## config.mk

```make
export PLATFORM = sky130hd
export DESIGN_NAME = extint_pin_ctrl
export DESIGN_NICKNAME = d
export VERILOG_FILES = /design/src/rtl/extint_pkg.sv /design/src/rtl/extint_sync.sv /design/src/rtl/extint_cfg_reg.sv /design/src/rtl/extint_edge_latch.sv /design/src/rtl/extint_pin_ctrl.sv
export SDC_FILE = /design/constraint.sdc
export NUM_CORES = 1
export LEC_CHECK = 0
export ABC_AREA = 1
export BUFFER_PORTS_ARGS = -buffer_cell sky130_fd_sc_hd__buf_2
export CORE_AREA = 2 2 39 41
export CTS_CLUSTER_DIAMETER = 30
export DETAILED_ROUTE_END_ITERATION = 7
export DIE_AREA = 0 0 41 43
export GPL_TIMING_DRIVEN = 0
export SKIP_CTS_REPAIR_TIMING = 1
export SLEW_MARGIN = 20
export SYNTH_ARGS = -nofsm -noshare
export SYNTH_HDL_FRONTEND = slang
export SYNTH_SLANG_ARGS = --single-unit
```

## constraint.sdc

```tcl
create_clock -name clk -period 1 [get_ports clk]
set_input_delay 0.2 -clock clk [delete_from_list [all_inputs] [get_ports clk]]
set_output_delay 0.2 -clock clk [all_outputs]
set_load 0.02 [all_outputs]
```

## src/rtl/extint_pkg.sv

```systemverilog
package extint_pkg;
   localparam int unsigned CTRL_W     = 8;
   localparam int unsigned SEL_BIT    = 7;
   localparam int unsigned ENA_BIT    = 6;
   localparam int unsigned SYNC_DEPTH = 2;

   typedef enum logic {
      SENSE_LEVEL = 1'b0,
      SENSE_FALL  = 1'b1
   } sense_e;
endpackage

```

## src/rtl/extint_sync.sv

```systemverilog
module extint_sync #(
   parameter int unsigned STAGES  = 2,
   parameter logic        IDLE_LV = 1'b1
) (
   input  logic clk,
   input  logic rst_n,
   input  logic d_in,
   output logic q_out
);
   if (STAGES < 2) begin : g_bad_depth
      $error("extint_sync: STAGES must be at least 2");
   end

   logic [STAGES-1:0] chain;

   for (genvar i = 0; i < STAGES; i++) begin : g_stage
      always_ff @(posedge clk or negedge rst_n) begin
         if (!rst_n)
            chain[i] <= IDLE_LV;
         else if (i == 0)
            chain[i] <= d_in;
         else
            chain[i] <= chain[(i == 0) ? 0 : i-1];
      end
   end

   assign q_out = chain[STAGES-1];
endmodule

```

## src/rtl/extint_cfg_reg.sv

```systemverilog
module extint_cfg_reg #(
   parameter int unsigned REG_W   = 8,
   parameter int unsigned SEL_POS = 7,
   parameter int unsigned ENA_POS = 6,
   parameter logic        ENA_RST = 1'b1
) (
   input  logic             clk,
   input  logic             rst_n,
   input  logic             special_mode,
   input  logic             wr_en,
   input  logic [REG_W-1:0] wr_data,
   output logic             sel_q,
   output logic             ena_q,
   output logic [REG_W-1:0] rd_data
);
   if (SEL_POS >= REG_W || ENA_POS >= REG_W) begin : g_bad_pos
      $error("extint_cfg_reg: bit position outside register");
   end
   if (SEL_POS == ENA_POS) begin : g_bad_overlap
      $error("extint_cfg_reg: select and enable share a bit");
   end

   logic lock_q;
   logic sel_wr_ok;

   assign sel_wr_ok = wr_en && (special_mode || !lock_q);

   always_ff @(posedge clk or negedge rst_n) begin
      if (!rst_n) begin
         sel_q  <= 1'b0;
         ena_q  <= ENA_RST;
         lock_q <= 1'b0;
      end else begin
         if (wr_en)
            ena_q <= wr_data[ENA_POS];
         if (sel_wr_ok)
            sel_q <= wr_data[SEL_POS];
         if (wr_en && !special_mode)
            lock_q <= 1'b1;
      end
   end

   for (genvar b = 0; b < REG_W; b++) begin : g_rd
      if (b == SEL_POS) begin : g_sel
         assign rd_data[b] = sel_q;
      end else if (b == ENA_POS) begin : g_ena
         assign rd_data[b] = ena_q;
      end else begin : g_zero
         assign rd_data[b] = 1'b0;
      end
   end

   // once locked, a normal-mode write keeps the select bit
   p_sel_locked_r3: assert property (@(posedge clk) disable iff (!rst_n)
      (lock_q && wr_en && !special_mode) |=> $stable(sel_q));
   // the lock never drops without reset
   p_lock_sticky_r3: assert property (@(posedge clk) disable iff (!rst_n)
      lock_q |=> lock_q);
endmodule

```

## src/rtl/extint_edge_latch.sv

```systemverilog
module extint_edge_latch (
   input  logic clk,
   input  logic rst_n,
   input  logic lvl_sync,
   input  logic edge_mode,
   input  logic svc_ack,
   output logic fall_seen,
   output logic pend_q
);
   logic prev_q;

   always_ff @(posedge clk or negedge rst_n) begin
      if (!rst_n)
         prev_q <= 1'b1;
      else
         prev_q <= lvl_sync;
   end

   assign fall_seen = prev_q && !lvl_sync;

   always_ff @(posedge clk or negedge rst_n) begin
      if (!rst_n)
         pend_q <= 1'b0;
      else if (fall_seen && edge_mode)
         pend_q <= 1'b1;
      else if (svc_ack)
         pend_q <= 1'b0;
   end

   // an edge in edge mode is always stored
   p_fall_sets_r5: assert property (@(posedge clk) disable iff (!rst_n)
      (fall_seen && edge_mode) |=> pend_q);
   // an acknowledge without a new edge clears the latch
   p_ack_clears_r6: assert property (@(posedge clk) disable iff (!rst_n)
      (svc_ack && !(fall_seen && edge_mode)) |=> !pend_q);
   // pending holds until acknowledged
   p_pend_holds_r5: assert property (@(posedge clk) disable iff (!rst_n)
      (pend_q && !svc_ack) |=> pend_q);
endmodule

```

## src/rtl/extint_pin_ctrl.sv

```systemverilog
module extint_pin_ctrl
   import extint_pkg::*;
#(
   parameter int unsigned REG_W   = CTRL_W,
   parameter int unsigned SEL_POS = SEL_BIT,
   parameter int unsigned ENA_POS = ENA_BIT,
   parameter int unsigned SYNC_N  = SYNC_DEPTH
) (
   input  logic             clk,
   input  logic             rst_n,
   input  logic             special_mode,
   input  logic             wr_en,
   input  logic [REG_W-1:0] wr_data,
   output logic [REG_W-1:0] rd_data,
   input  logic             pin_n,
   input  logic             svc_ack,
   output logic             irq_req
);
   logic   pin_s;
   logic   sel_q;
   logic   ena_q;
   logic   fall_seen;
   logic   pend_q;
   sense_e sense;

   extint_sync #(.STAGES(SYNC_N), .IDLE_LV(1'b1)) u_sync (
      .clk(clk), .rst_n(rst_n), .d_in(pin_n), .q_out(pin_s)
   );

   extint_cfg_reg #(
      .REG_W(REG_W), .SEL_POS(SEL_POS), .ENA_POS(ENA_POS), .ENA_RST(1'b1)
   ) u_cfg (
      .clk(clk), .rst_n(rst_n), .special_mode(special_mode),
      .wr_en(wr_en), .wr_data(wr_data),
      .sel_q(sel_q), .ena_q(ena_q), .rd_data(rd_data)
   );

   assign sense = sense_e'(sel_q);

   extint_edge_latch u_latch (
      .clk(clk), .rst_n(rst_n), .lvl_sync(pin_s),
      .edge_mode(sense == SENSE_FALL), .svc_ack(svc_ack),
      .fall_seen(fall_seen), .pend_q(pend_q)
   );

   always_comb begin
      unique case (sense)
         SENSE_LEVEL: irq_req = ena_q && !pin_s;
         SENSE_FALL:  irq_req = ena_q && pend_q;
         default:     irq_req = 1'b0;
      endcase
   end

   // a disabled pin never raises a request
   p_gate_r2: assert property (@(posedge clk) disable iff (!rst_n)
      !rd_data[ENA_POS] |-> !irq_req);
endmodule

```

# Word level (Yosys, flattened, before mapping)
# Cells that the tools add are included.
# word_totals
register_bits	7
output_inout_bits	9
word_cells	22
# classes
muxes	3
bitwise_logic	1
n_reduce_logical	11
# ops
cell	count
1-bit logical AND	6
1-bit zero test	3
1-bit 2-to-1 mux	2
1-bit case mux with 2 select lines	1
2-bit nonzero test	1
1-bit logical OR	1
1-bit inverter	1

# Depth between registers and ports, before layout
# Gate-level depths: netlist of run 1.
# logic_depth
ltp_word	4
depth_mapped	5

# Modules after synthesis
# A second synthesis of run 1 with hierarchy kept.
# unflattened
cells_unflattened	38
hier_area_um2	337.8
# by_module_without_submodules
mod	n_inst	cells_per_inst	area_each_um2	seq_area_each_um2
extint_cfg_reg	1	22	187.7	76.3
extint_edge_latch	1	9	78.8	51.3
extint_sync	1	2	52.6	52.6
extint_pin_ctrl	1	5	18.8	0.0

# Worst setup path before layout of run 1
# OpenSTA, ideal clock, no wires.
# synth_path
kind	register to output
from	register u_cfg.ena_q
to	output irq_req
arrival_time_ps	839
required_ps	800
path_slack_ps	-39
stages_incl_launch_ff	3
path_buffers	0
cell_sequence	dfstp_2 inv_1 nor2_1
# synth_between
elab_chain_cells	2
word_cells_on_any_way	3
# synth_lines
element	line_no	rtl
from (decl)	extint_cfg_reg.sv:13	output logic ena_q,
from (signal assigned)	extint_cfg_reg.sv:35	ena_q <= wr_data[ENA_POS];
1-bit logical AND, on equally long branches	extint_pin_ctrl.sv:49, extint_pin_ctrl.sv:48	
1-bit case mux with 2 select lines *	extint_pin_ctrl.sv:47	unique case (sense)
to (decl)	extint_pin_ctrl.sv:17	output logic irq_req
# Every way passes the cells marked *; elsewhere a longest branch is shown, timed or not.

# Final worst setup path of run 1
# layout_path
from	register u_sync.chain[1] (netlist: u_sync.q_out)
to	output irq_req
# layout_between
elab_chain_cells	3
# layout_lines
element	line_no	rtl
from (decl)	extint_sync.sv:14	logic [STAGES-1:0] chain;
from (signal, indexed assignment)	extint_sync.sv:21	chain[i] <= d_in;
from (signal, indexed assignment)	extint_sync.sv:23	chain[i] <= chain[(i == 0) ? 0 : i-1];
1-bit zero test	extint_pin_ctrl.sv:48	SENSE_LEVEL: irq_req = ena_q && !pin_s;
1-bit logical AND	extint_pin_ctrl.sv:48	
1-bit case mux with 2 select lines	extint_pin_ctrl.sv:47	
# Every way passes these cells.

==> impl_metrics.json, run 1 <==
{
  "grt-ovfl-total": 0,
  "final_core_util_pct": 35.80,
  "period_minus_slack_ns": 1.318,
  "die_y_um": 43,
  "tns_ns": -0.7094,
  "first_pass_iters": 1,
  "antenna_cells": 0,
  "place.gp.congestion": 0.5803,
  "clk_pin_slew_worst_paths_ns": 0.05,
  "io_buffer_count": 10,
  "p_total_uw": 759.2,
  "ir_drop_mv": 0.4772,
  "startpoint_type": "register",
  "num_rows": 14,
  "required_ns": 0.80,
  "numCtsBuffers": 3,
  "max_freq_ghz": 0.7588,
  "ys_seq_area_share_pct": 56.03,
  "critPathKind": "reg2out",
  "hold_viol": 0,
  "htree_levels": 1,
  "synthDistinctLibCells": 13,
  "critPathMaxFanout": 2,
  "fin_worst_skew_ns": 0.0001444,
  "yosysWarnings": 0,
  "grt_pass1_wl_um": 752,
  "cts_tree": "built",
  "area_growth_pct": 54.09,
  "violations": "negative setup slack",
  "grt_max_degree": 8,
  "synth.cell_area_um2": 321.6,
  "status": "finished, violations left",
  "synth_area_leaders": "dfstp_2 (33%), dfrtp_1 (23%), buf_4 (19%), nand2_1 (5.8%), inv_1 (3.5%)",
  "grt_use_total_pct": 6.809,
  "maxCapViolCount": 0,
  "nets": 70,
  "cts.sinks": 7,
  "antenna_found_initial": 0,
  "viasPerCell": 3.437,
  "min-delay-path-class": "in2reg",
  "leakage_nw": 0.2602,
  "period_share_pct": 131.8,
  "drc": 0,
  "ant_nets": 0,
  "drt-initial-drc-count": 0,
  "place_ws_ns": -0.08263,
  "ctsLongestPathBuffers": 2,
  "ctsRootBufferMaster": "clkbuf_4",
  "wirelength_um": 479,
  "io_pins": 23,
  "maxSlewViolCount": 0,
  "avgSynthCellArea_um2": 9.744,
  "clk_latency_ns": 0.24,
  "netlist_instances": 33,
  "rsz0062_at_grt": "true",
  "synth_seq_cells": 7,
  "synth_top_area_cell": "dfstp_2",
  "powerDensity_nw_per_um2": 1532,
  "first_global_vias": 202,
  "vias": 244,
  "drive_above_1_share_pct": 61.82,
  "wl_per_cell_um": 6.746,
  "setup_slack_ns": -0.3178,
  "synth_top_area_share_pct": 32.68,
  "start_util_pct": 23.24,
  "whs_ns": 0.05319,
  "critPathCaptureType": "output pin",
  "fillers": 151,
  "place.detailed.hpwl_um": 390,
  "critPathArrivalTime_ns": 1.12,
  "fp.dieW_um": 41,
  "setup_violations": 3,
  "core_um2": 1384,
  "dieArea_um2": 1763
}
## worst max-delay path, stage by stage, from the launching register on
cell     delay (ns)
dfstp_2        0.53
inv_2          0.04
o21ai_2        0.13
nor2_2         0.05
buf_6          0.12
## path summary, 6_finish.rpt
path                       slack, ns            start  cells past startpoint              end
min                             0.05            pin_n                      1  u_sync.chain[0]
min in group asynchronous       0.31            rst_n                      2     u_cfg.lock_q
max                            -0.32     u_sync.q_out                      4          irq_req
min reg2reg                     0.35  u_sync.chain[0]                      0     u_sync.q_out
max reg2reg                     0.18     u_sync.q_out                      3   u_latch.pend_q
max in group asynchronous       0.46            rst_n                      2      u_cfg.ena_q
## Yosys cell counts
cell / n
nand3_1: 2
o21ai_1: 1
o21ai_0: 2
conb_1: 1
inv_2: 1
a21o_2: 1
nand2_1: 5
dfstp_2: 4
nor2_1: 1
dfrtp_1: 3
inv_1: 3
nand2_2: 1
buf_4: 8
## area by class of cell
cell class | instances | area, µm² | area share (%)
Inverter | 4 | 15.01 | 3.030
Buffer | 8 | 67.56 | 13.64
Timing Repair Buffer | 13 | 93.84 | 18.94
Tap cell | 16 | 20.02 | 4.040
Clock buffer | 4 | 26.28 | 5.303
Multi-Input combinational cell | 19 | 91.34 | 18.43
Sequential cell | 7 | 181.4 | 36.62
## state kept, by name, summed over array words and instances, names as in the netlist
name and cells:
u_sync.q_out 1, u_latch.prev_q 1, u_latch.pend_q 1, u_cfg.sel_q 1, u_cfg.lock_q 1, u_sync.chain 1, u_cfg.ena_q 1
## kinds of logic after synthesis
| kind of cell | count (synthesis) | share of synthesized area, % |
|---|---|---|
| buf+inv | 12 | 23.35 |
| simple gates | 9 | 12.06 |
| flops | 7 | 56.03 |
| compound gates | 4 | 7.392 |
| other cells | 1 | 1.166 |
## power by group
part           leakage (nW)  switching [mW]  total, mW  internal (mW)
clock network        0.0150          0.0965      0.248          0.152
registers            0.0752          0.0139      0.326          0.312
logic                 0.170          0.0852      0.185         0.0995
total                 0.260           0.196      0.759          0.564
## cell usage in the layout, fill, tap and decap left out, drive strengths merged
master / netlist / routed
nor2: 1 / 1
nand3: 2 / 2
dfrtp: 3 / 3
buf: 8 / 20
inv: 4 / 4
dfstp: 4 / 4
nand2: 6 / 6
o21ai: 3 / 3
clkbuf: 0 / 4
dlygate4sd3: 0 / 1
conb: 1 / 6
a21o: 1 / 1
## metal layers
layer	routed length, µm	global-route usage (%)
met1	193	8.361
met2	241	8.438
met3	43	1.571
met4	0	8.000
met5	0	0
## through the flow
step / instances / area [µm²]
after detailed placement: 64 / 412.9
after CTS: 68 / 439.2
after global placement: 64 / 412.9
after floorplan: 38 / 342.8
after global routing: 71 / 495.5
final: 71 / 495.5
(Power assumes the default switching activity.)
==> inputs of run 2 (changes only) <==
Settings changed: GPL_TIMING_DRIVEN 0 to not set.
Clock period 1 ns to 1.6 ns, I/O delays scaled along.
==> impl_metrics.json, run 2 (synthesis gave the netlist of run 1 again) <==
{
  "max_freq_ghz": 0.6954,
  "viasPerCell": 3.508,
  "period_minus_slack_ns": 1.438,
  "place.gp.congestion": 0.6553,
  "clk_latency_ns": 0.25,
  "io_pins": 23,
  "critPathKind": "reg2out",
  "final_common_cell": "buf_2",
  "maxSlewViolCount": 0,
  "ctsLongestPathBuffers": 2,
  "critPathCaptureType": "output pin",
  "fillers": 155,
  "critPathMaxFanout": 2,
  "area_growth_pct": 20.23,
  "startpoint_type": "register",
  "critPathArrivalTime_ns": 1.12,
  "clk_pin_slew_worst_paths_ns": 0.05,
  "wirelength_um": 434,
  "grt-ovfl-total": 0,
  "maxCapViolCount": 0,
  "ctsRootBufferMaster": "clkbuf_4",
  "grt_max_degree": 8,
  "tns_ns": 0,
  "ant_nets": 0,
  "multi_input_area_um2": 85.08,
  "wl_per_cell_um": 7.115,
  "period_share_pct": 89.88,
  "htree_levels": 1,
  "first_global_vias": 194,
  "numCtsBuffers": 3,
  "ir_drop_mv": 0.4200,
  "register_area_um2": 180.2,
  "dpl.cell_count": 56,
  "num_rows": 14,
  "first_pass_iters": 2,
  "grt_pass1_wl_um": 703,
  "powerDensity_nw_per_um2": 1101,
  "final_area_um2": 386.6,
  "final_cells": 61,
  "start_util_pct": 23.24,
  "min-delay-path-class": "in2reg",
  "fin_worst_skew_ns": 0.002468,
  "path_delay_family": "flip-flops",
  "antenna_cells": 0,
  "nets": 60,
  "drc": 0,
  "antenna_found_initial": 0,
  "critPathMaxStageDelay_ns": 0.52,
  "rsz0062_at_grt": "false",
  "status": "complete, no violations",
  "required_ns": 1.28,
  "crit_chain": "inv_1, o21ai_1, nor2_1, buf_2",
  "drt-initial-drc-count": 2,
  "io_buffer_count": 10,
  "cts_tree": "built",
  "dieArea_um2": 1763,
  "cts.sinks": 7,
  "p_total_uw": 425.8,
  "leakage_nw": 0.2017,
  "path_buf_inv": 2,
  "grt_use_total_pct": 6.911,
  "drive_above_1_share_pct": 44.44,
  "crit_path_top_delay_cell": "dfstp_2",
  "core_um2": 1384,
  "dpl-instance-area_um2": 350.3,
  "die_y_um": 43,
  "fp.dieW_um": 41,
  "vias": 214,
  "setup_violations": 0,
  "place.detailed.hpwl_um": 333.8,
  "final_cell_mix": "buf_2 (10), conb_1 (6), nand2_1 (5)",
  "hold_viol": 0
}
run 2: metal layers:
layer	global-route usage (%)	up-vias	routed length (µm)	share of wire, %
li1	-	110	-	-
met1	6.020	92	194	45
met2	8.125	12	195	45
met3	7.853	0	44	10
met4	6.000	0	0	0
met5	0	-	0	0
run 2: cell type report:
cell class / count / area share [%]
Sequential cell: 7 / 46.60
Inverter: 4 / 3.883
Clock buffer: 4 / 6.796
Tap cell: 16 / 5.178
Timing Repair Buffer: 11 / 15.53
Multi-Input combinational cell: 19 / 22.01
run 2: worst paths after layout:
path | start | end | slack (ns) | cells past startpoint
setup / recovery | u_sync.q_out | irq_req | 0.16 | 4
min in group asynchronous | rst_n | u_latch.pend_q | 0.42 | 2
hold / removal | pin_n | u_sync.chain[0] | 0.17 | 1
setup reg to reg | u_sync.q_out | u_latch.pend_q | 0.79 | 3
hold reg to reg | u_sync.chain[0] | u_sync.q_out | 0.36 | 0
max in group asynchronous | rst_n | u_latch.prev_q | 0.95 | 2
run 2: power breakdown:
part	total (mW)	leakage (nW)	switching (mW)	internal, mW
Clock	0.160	0.0150	0.0645	0.0951
Combinational	0.0651	0.110	0.0437	0.0214
Sequential	0.201	0.0764	0.00677	0.194
run 2: stage by stage:
step                      setup slack [ns]  utilization [%]  hold slack, ns
after floorplan                     0.4406                -         0.02441
after global placement              0.4206            25.32          0.1547
after detailed placement            0.4217            25.32          0.1559
after CTS                           0.1447            27.22         -0.1221
after global routing               0.07818            27.94          0.1488
final                               0.1619            27.94          0.1691
==> inputs of run 3 (changes only) <==
Settings changed: ABC_AREA 1 to not set.
==> impl_metrics.json, run 3 <==
{
  "ys_seq_area_share_pct": 54.75,
  "critPathArrivalTime_ns": 1.16,
  "io_pins": 23,
  "required_ns": 1.28,
  "powerDensity_nw_per_um2": 1099,
  "io_buffer_count": 10,
  "core_um2": 1384,
  "startpoint_type": "register",
  "async_reset_ff_share_pct": 100.0,
  "synth.cell_area_um2": 329.1,
  "synth_seq_cells": 7,
  "drive_above_1_share_pct": 48.72,
  "place.detailed.hpwl_um": 380.9,
  "yosysWarnings": 0,
  "status": "complete, no violations",
  "final_cell_mix": "buf_2 (10), conb_1 (6), dfstp_2 (4)",
  "start_util_pct": 23.78,
  "netlist_top_cells_count": "buf_4 (8), dfstp_2 (4), dfrtp_1 (3)",
  "critPathCaptureType": "output pin",
  "die_y_um": 43,
  "final_common_cell": "buf_2",
  "area_growth_pct": 19.77,
  "clk_pin_slew_worst_paths_ns": 0.05,
  "yosys_most_used_dff": "dfstp_2",
  "viasPerCell": 3.527,
  "netlist_instances": 27,
  "hp-start": "pin_n",
  "ir_drop_mv": 0.3562,
  "antenna_cells": 0,
  "vias": 194,
  "drc": 0,
  "cp-startpoint": "u_sync.q_out",
  "synth_most_common_cell": "buf_4",
  "period_minus_slack_ns": 1.475,
  "first_pass_iters": 3,
  "final_core_util_pct": 28.48,
  "critPathKind": "reg2out",
  "synth-edff-count": 0,
  "wl_per_cell_um": 8.673,
  "grt_use_total_pct": 6.795,
  "place.gp.congestion": 0.6616,
  "maxSlewViolCount": 0,
  "htree_levels": 1,
  "ctsRootBufferMaster": "clkbuf_4",
  "num_rows": 14,
  "maxCapViolCount": 0,
  "cts_tree": "built",
  "critPathMaxFanout": 3,
  "dieArea_um2": 1763,
  "grt-ovfl-total": 0,
  "crit_chain": "o21ai_0, and2_1, buf_2",
  "numCtsBuffers": 3,
  "path_buf_inv": 1,
  "wirelength_um": 477,
  "fp.dieW_um": 41,
  "synthDistinctLibCells": 13,
  "avgSynthCellArea_um2": 12.19,
  "cts.sinks": 7,
  "drt-initial-drc-count": 1,
  "leakage_nw": 0.1939,
  "ctsLongestPathBuffers": 2,
  "setup_violations": 0,
  "nets": 54,
  "path_delay_family": "flip-flops",
  "ant_nets": 0,
  "clk_latency_ns": 0.25,
  "tns_ns": 0,
  "synth_top_area_share_pct": 31.94,
  "grt_max_degree": 8,
  "grt_pass1_wl_um": 724,
  "synth_top_area_cell": "dfstp_2",
  "period_share_pct": 92.20,
  "rsz0062_at_grt": "false",
  "crit_path_top_delay_cell": "dfstp_2",
  "worstReg2RegStart": "u_cfg.lock_q",
  "min-delay-path-class": "in2reg",
  "first_global_vias": 175,
  "synth_area_leaders": "dfstp_2 (32%), dfrtp_1 (23%), buf_4 (18%), a21boi_4 (5.7%), mux2_4 (4.6%)",
  "critPathMaxStageDelay_ns": 0.54,
  "fin_worst_skew_ns": 0.005794,
  "hold_viol": 0,
  "antenna_found_initial": 0,
  "max_freq_ghz": 0.6779
}
==> run 3: area by class of cell <==
| cell class | instances | area, µm² |
|---|---|---|
| Sequential cell | 7 | 180.2 |
| Fill cell | 147 | 989.7 |
| Tap cell | 16 | 20.02 |
| Inverter | 2 | 7.507 |
| Multi-Input combinational cell | 15 | 100.1 |
| Clock buffer | 4 | 26.28 |
| Timing Repair Buffer | 11 | 60.06 |
==> run 3: report_power, final <==
| part | total (mW) | internal [mW] | switching, mW |
|---|---|---|---|
| registers | 0.206 | 0.196 | 0.0101 |
| clock network | 0.157 | 0.0950 | 0.0621 |
| logic | 0.0699 | 0.0286 | 0.0413 |
==> run 3: cells by family (layout without fill, tap and decap cells) <==
group	after synthesis	count (layout)	synth area share (%)
buf+inv	10	17	20.53
flops	7	7	54.75
compound gates	4	4	11.41
simple gates	3	3	4.185
mux	2	2	7.983
other cells	1	6	1.140
==> run 3: routing by layer <==
| metal | GRT usage, % | vias up | part of all wire [%] |
|---|---|---|---|
| li1 | - | 96 | - |
| met1 | 8.306 | 86 | 44 |
| met3 | 3.141 | 0 | 11 |
| met5 | 0 | - | 0 |
| met2 | 7.500 | 12 | 46 |
| met4 | 8.000 | 0 | 0 |
==> run 3: final timing paths <==
check,to,cells past startpoint,slack [ns]
setup / recovery,irq_req,3,0.12
hold / removal,u_sync.chain[0],1,0.17
setup reg to reg,u_cfg.sel_q,2,0.62
hold reg to reg,u_sync.q_out,0,0.36
max in group asynchronous,u_sync.q_out,2,0.94
min in group asynchronous,u_cfg.sel_q,2,0.43
==> run 3: worst register-to-register path: stages (launching register included) <==
cell,delay (ns)
dfrtp_1,0.41
a21boi_4,0.16
mux2_4,0.30
==> run 3: per-stage QoR <==
step | std cells | total power [mW] | area [µm²] | hold WS (ns) | setup WS (ns)
after floorplan | 32 | 0.2722 | 347.8 | 0.02441 | 0.4872
after global placement | 50 | 0.2761 | 357.8 | 0.1581 | 0.3790
after detailed placement | 50 | 0.2784 | 357.8 | 0.1621 | 0.3751
after CTS | 54 | 0.4411 | 384.1 | -0.1099 | 0.1034
after global routing | 55 | 0.4683 | 394.1 | 0.1524 | 0.04365
final | 55 | 0.4330 | 394.1 | 0.1734 | 0.1248
